$ cat src/rtl/cam_array.sv
module cam_array #(
  parameter int DEPTH = 16,
  parameter int WIDTH = 8,
  localparam int AW = (DEPTH > 1) ? $clog2(DEPTH) : 1
) (
  input  logic             clk,
  input  logic             rst_n,
  input  logic             wr_en,
  input  logic [AW-1:0]    wr_addr,
  input  logic [WIDTH-1:0] wr_data,
  input  logic [AW-1:0]    rd_addr,
  output logic [WIDTH-1:0] rd_data,
  input  logic             srch_en,
  input  logic [WIDTH-1:0] srch_key,
  output logic [DEPTH-1:0] match_vec,
  output logic             miss,
  output logic [AW-1:0]    hit_idx,
  output logic             srch_done
);

  logic [WIDTH-1:0] mem [DEPTH];
  logic [DEPTH-1:0] valid;
  logic [DEPTH-1:0] hit;
  logic [AW-1:0]    first;

  always_ff @(posedge clk)
    if (wr_en) mem[wr_addr] <= wr_data;

  always_ff @(posedge clk)
    if (!rst_n)     valid <= '0;
    else if (wr_en) valid[wr_addr] <= 1'b1;

  assign rd_data = mem[rd_addr];

  for (genvar i = 0; i < DEPTH; i++) begin : g_cmp
    assign hit[i] = valid[i] && (mem[i] == srch_key);
  end

  always_comb begin
    first = '0;
    for (int i = DEPTH - 1; i >= 0; i--)
      if (hit[i]) first = AW'(i);
  end

  always_ff @(posedge clk)
    if (!rst_n) begin
      match_vec <= '0;
      miss      <= 1'b1;
      hit_idx   <= '0;
      srch_done <= 1'b0;
    end else begin
      srch_done <= srch_en;
      if (srch_en) begin
        match_vec <= hit;
        miss      <= ~|hit;
        hit_idx   <= first;
      end
    end

endmodule

$ cat config.mk
export PLATFORM = sky130hd
export DESIGN_NAME = cam_array
export DESIGN_NICKNAME = d
export VERILOG_FILES = /design/src/rtl/cam_array.sv
export SDC_FILE = /design/constraint.sdc
export NUM_CORES = 1
export LEC_CHECK = 0
export ABC_AREA = 1
export BUFFER_PORTS_ARGS = -buffer_cell sky130_fd_sc_hd__buf_2
export CAP_MARGIN = 10
export CORE_MARGIN = 3
export CORE_UTILIZATION = 29
export CTS_CLUSTER_SIZE = 12
export DETAILED_ROUTE_END_ITERATION = 7
export REMOVE_ABC_BUFFERS = 1
export SLEW_MARGIN = 20
export SYNTH_ARGS = -nofsm -noshare
export SYNTH_HDL_FRONTEND = slang
export SYNTH_SLANG_ARGS = --single-unit
$ cat constraint.sdc
create_clock -name clk -period 5.18 [get_ports clk]
set_input_delay 0.518 -clock clk [delete_from_list [all_inputs] [get_ports clk]]
set_output_delay 0.518 -clock clk [all_outputs]
set_load 0.1 [all_outputs]
==> results.toml <==
[die]
dieArea_um2 = 31700
die_x_um = 178
pin_count = 58
die_h_um = 178
core_area_um2 = 28900
start_util_pct = 29.7
row_count = 62

[timing]
rsz0062_at_grt = "false"
holdWs_ns = 0.464
period_share_pct = 63.8
relSlewSlack_pct = 30.4
setup_viol = 0
fmax_ghz = 0.302
report.final.slew_viol_count = 0
tightest_slew_ns = 1.04
fin_crit_ns = 3.31
skew_ns = 0.0151
finalSetupTns_ns = 0
finalHoldViolations = 0

[synthesis]
synth_top_family_by_area = "simple AND/OR/NAND/NOR gates"
synthSimpleGateAreaFrac_pct = 20.2
yosysTopAreaCellShare_pct = 44.8
synthCells = 944
seq_area_frac_synth_pct = 53.6
synth_seq_cells = 166
synthXorXnorAreaFrac_pct = 3.96
synth_adder_area_share_pct = 0
synth_compound_area_share_pct = 14.3
synth_area_um2 = 8590
async_flop_share_pct = 0
yosysTopAreaCell = "edfxtp_1"
synth_cell_types = 60
yosys_most_used_dff = "edfxtp_1"
syn_area_per_cell_um2 = 9.10
synth_edf_count = 128
yosysWarningCount = 0
synth.area.top_cells = "edfxtp_1 45%, dfxtp_1 8.9%, nand2_1 6.1%"
synthMuxAreaShare_pct = 0

[routing]
drc = 0
vias = 7133
drt_iter0_drc = 1173
drt_wl_total_mm = 27.7
ant_nets = 0
routed_via_density = 5.18
wire_per_inst_um = 20.1
drt_first_pass_iters = 6

[critical_path]
end_kind = "output port"
crit_required_ns = 4.66
cp_cell_sequence = "buf_2 -> inv_1 -> buf_4 -> nor2_1 -> o21ai_0 -> o221ai_1 -> o21ai_0 -> buf_2"
slowest_stage = "inv_1"
critical_path_class = "in2out"
worstSetupStartpointType = "input pin"
max_stage_delay_ns = 0.72
path_buf_inv = 4
crit_arrival_ns = 2.79
path_delay_family = "buffers and inverters"
crit_path_max_fanout = 32

[layout]
layout.cells.non_filler = 1377
final_cell_mix = "140 x nand2_1, 128 x edfxtp_1, 113 x nor2_1"
final_nets = 1008
syn_to_final_growth_pct = 13.3
diodes = 0
utilization_pct = 33.6
nFillCells = 2969
drive_above_1_share_pct = 14.3
layout_commonest_cell = "nand2_1"

[grt]
grt_max_degree = 70
grt_use_total_pct = 17.5
grt_pass1_vias = 6473
grt_pass1_wl_mm = 40.9
grt-ovfl-total = 0
antenna_found_initial = 0

[clocking]
cts_resized = 0
cts-root-buf = "clkbuf_16"
cts_tree = "yes"
clock_sinks = 166
clkTransAtPathRegs_ns = 0.07
htree_levels = 4
cts-hold-fix-buffers = 0
numCtsBuffers = 17
cts_setup_buffers = 0
clockBufferDepth = 2
clk_latency_ns = 0.44

[pwr]
p_per_area_nw_per_um2 = 322
p_total_uw = 3140
netSwitchingPower_uw = 910
p_clk_share_pct = 40.6
p_leak_uw = 0.00372
p_int_uw = 2230
p_comb_share_pct = 12.3
p_sw_share_pct = 29.0
irDropWorstVdd_mv = 0.240
pwr-share-seq_pct = 47.1

[flow_run]
drv_cap = 0

[placed_design]
place.gp.congestion = 0.891
dp_cells = 1345
port_buffers = 57
place_hpwl_mm = 18.7

[hold_path]
min_path_type = "reg2reg"

[run_status]
outcome = "finished clean"
[path summary, 6_finish.rpt]
path,endpoint,start,slack (ns),cells past startpoint
min,match_vec[2]$_SDFFE_PN0P_,match_vec[2]$_SDFFE_PN0P_,0.46,2
min reg2reg,match_vec[2]$_SDFFE_PN0P_,match_vec[2]$_SDFFE_PN0P_,0.46,2
max reg2reg,hit_idx[0]$_SDFFE_PN0P_,mem[9][1]$_DFFE_PP_,2.94,15
max,rd_data[4],rd_addr[0],1.87,8
[logic make-up after synthesis]
logic type / after synthesis
simple gates: 373
buf+inv: 150
compound gates: 217
flops: 166
xor+xnor: 38
[Yosys cell counts (3+ instances only)]
cell type and n:
nand2_2 5, o22ai_1 15, or2_1 6, a21boi_0 3, nand4_1 15, edfxtp_1 128
inv_2 6, nand3_1 45, or2_0 3, o21a_1 3, a221oi_1 3, nor4_2 3
buf_2 7, o21ai_0 84, a211oi_1 3, xor2_1 20, nand2_1 140, a21oi_1 71
o21ai_1 9, buf_6 8, nor4_1 6, clkbuf_1 29, nand3_2 6, nor2_2 5
nor2_1 113, dfxtp_1 38, xnor2_1 17, buf_1 3, inv_1 89, o211ai_1 13
nor3_1 13
[registers in the layout (all words and copies together) (netlist names)]
register   flops
miss           1
match_vec     16
hit_idx        4
srch_done      1
mem          128
valid         16
[power groups by stage]
stage	registers, µW	logic [µW]	clock network (µW)
after floorplan	1540	196	0
after global placement	1510	377	0
after detailed placement	1510	381	0
after CTS	1480	382	1290
after global routing	1480	411	1350
final	1480	386	1270
[cell type report]
cell class / instances / area (µm²) / area share [%]
Clock inverter: 15 / 163 / 1.67
Sequential cell: 166 / 4600 / 47.3
Tap cell: 384 / 480 / 4.94
Timing Repair Buffer: 68 / 368 / 3.78
Multi-Input combinational cell: 628 / 3310 / 34.0
Clock buffer: 17 / 425 / 4.37
Inverter: 99 / 384 / 3.95
[metal layers]
layer | global-route usage [%] | wire (µm) | vias to the layer above
met5 | 0 | 0 | -
met4 | 3.14 | 279 | 0
met3 | 3.53 | 2790 | 34
met2 | 26.5 | 12200 | 396
met1 | 26.0 | 12400 | 3387
li1 | - | - | 3316
[metrics by stage]
| stage | worst slack, ns | cell area, µm² |
|---|---|---|
| finish | 1.87 | 9730 |
| global route | 1.69 | 9730 |
| CTS | 1.89 | 9730 |
| detailed placement | 1.90 | 9150 |
| global placement | 1.93 | 9140 |
| floorplan | 0.932 | 8290 |
[tightest hold or removal path, cell delays in order, from the launching register on]
cell	delay, ns
dfxtp_1	0.31
nand2_1	0.06
a21oi_1	0.05
(Power assumes the default switching activity.)
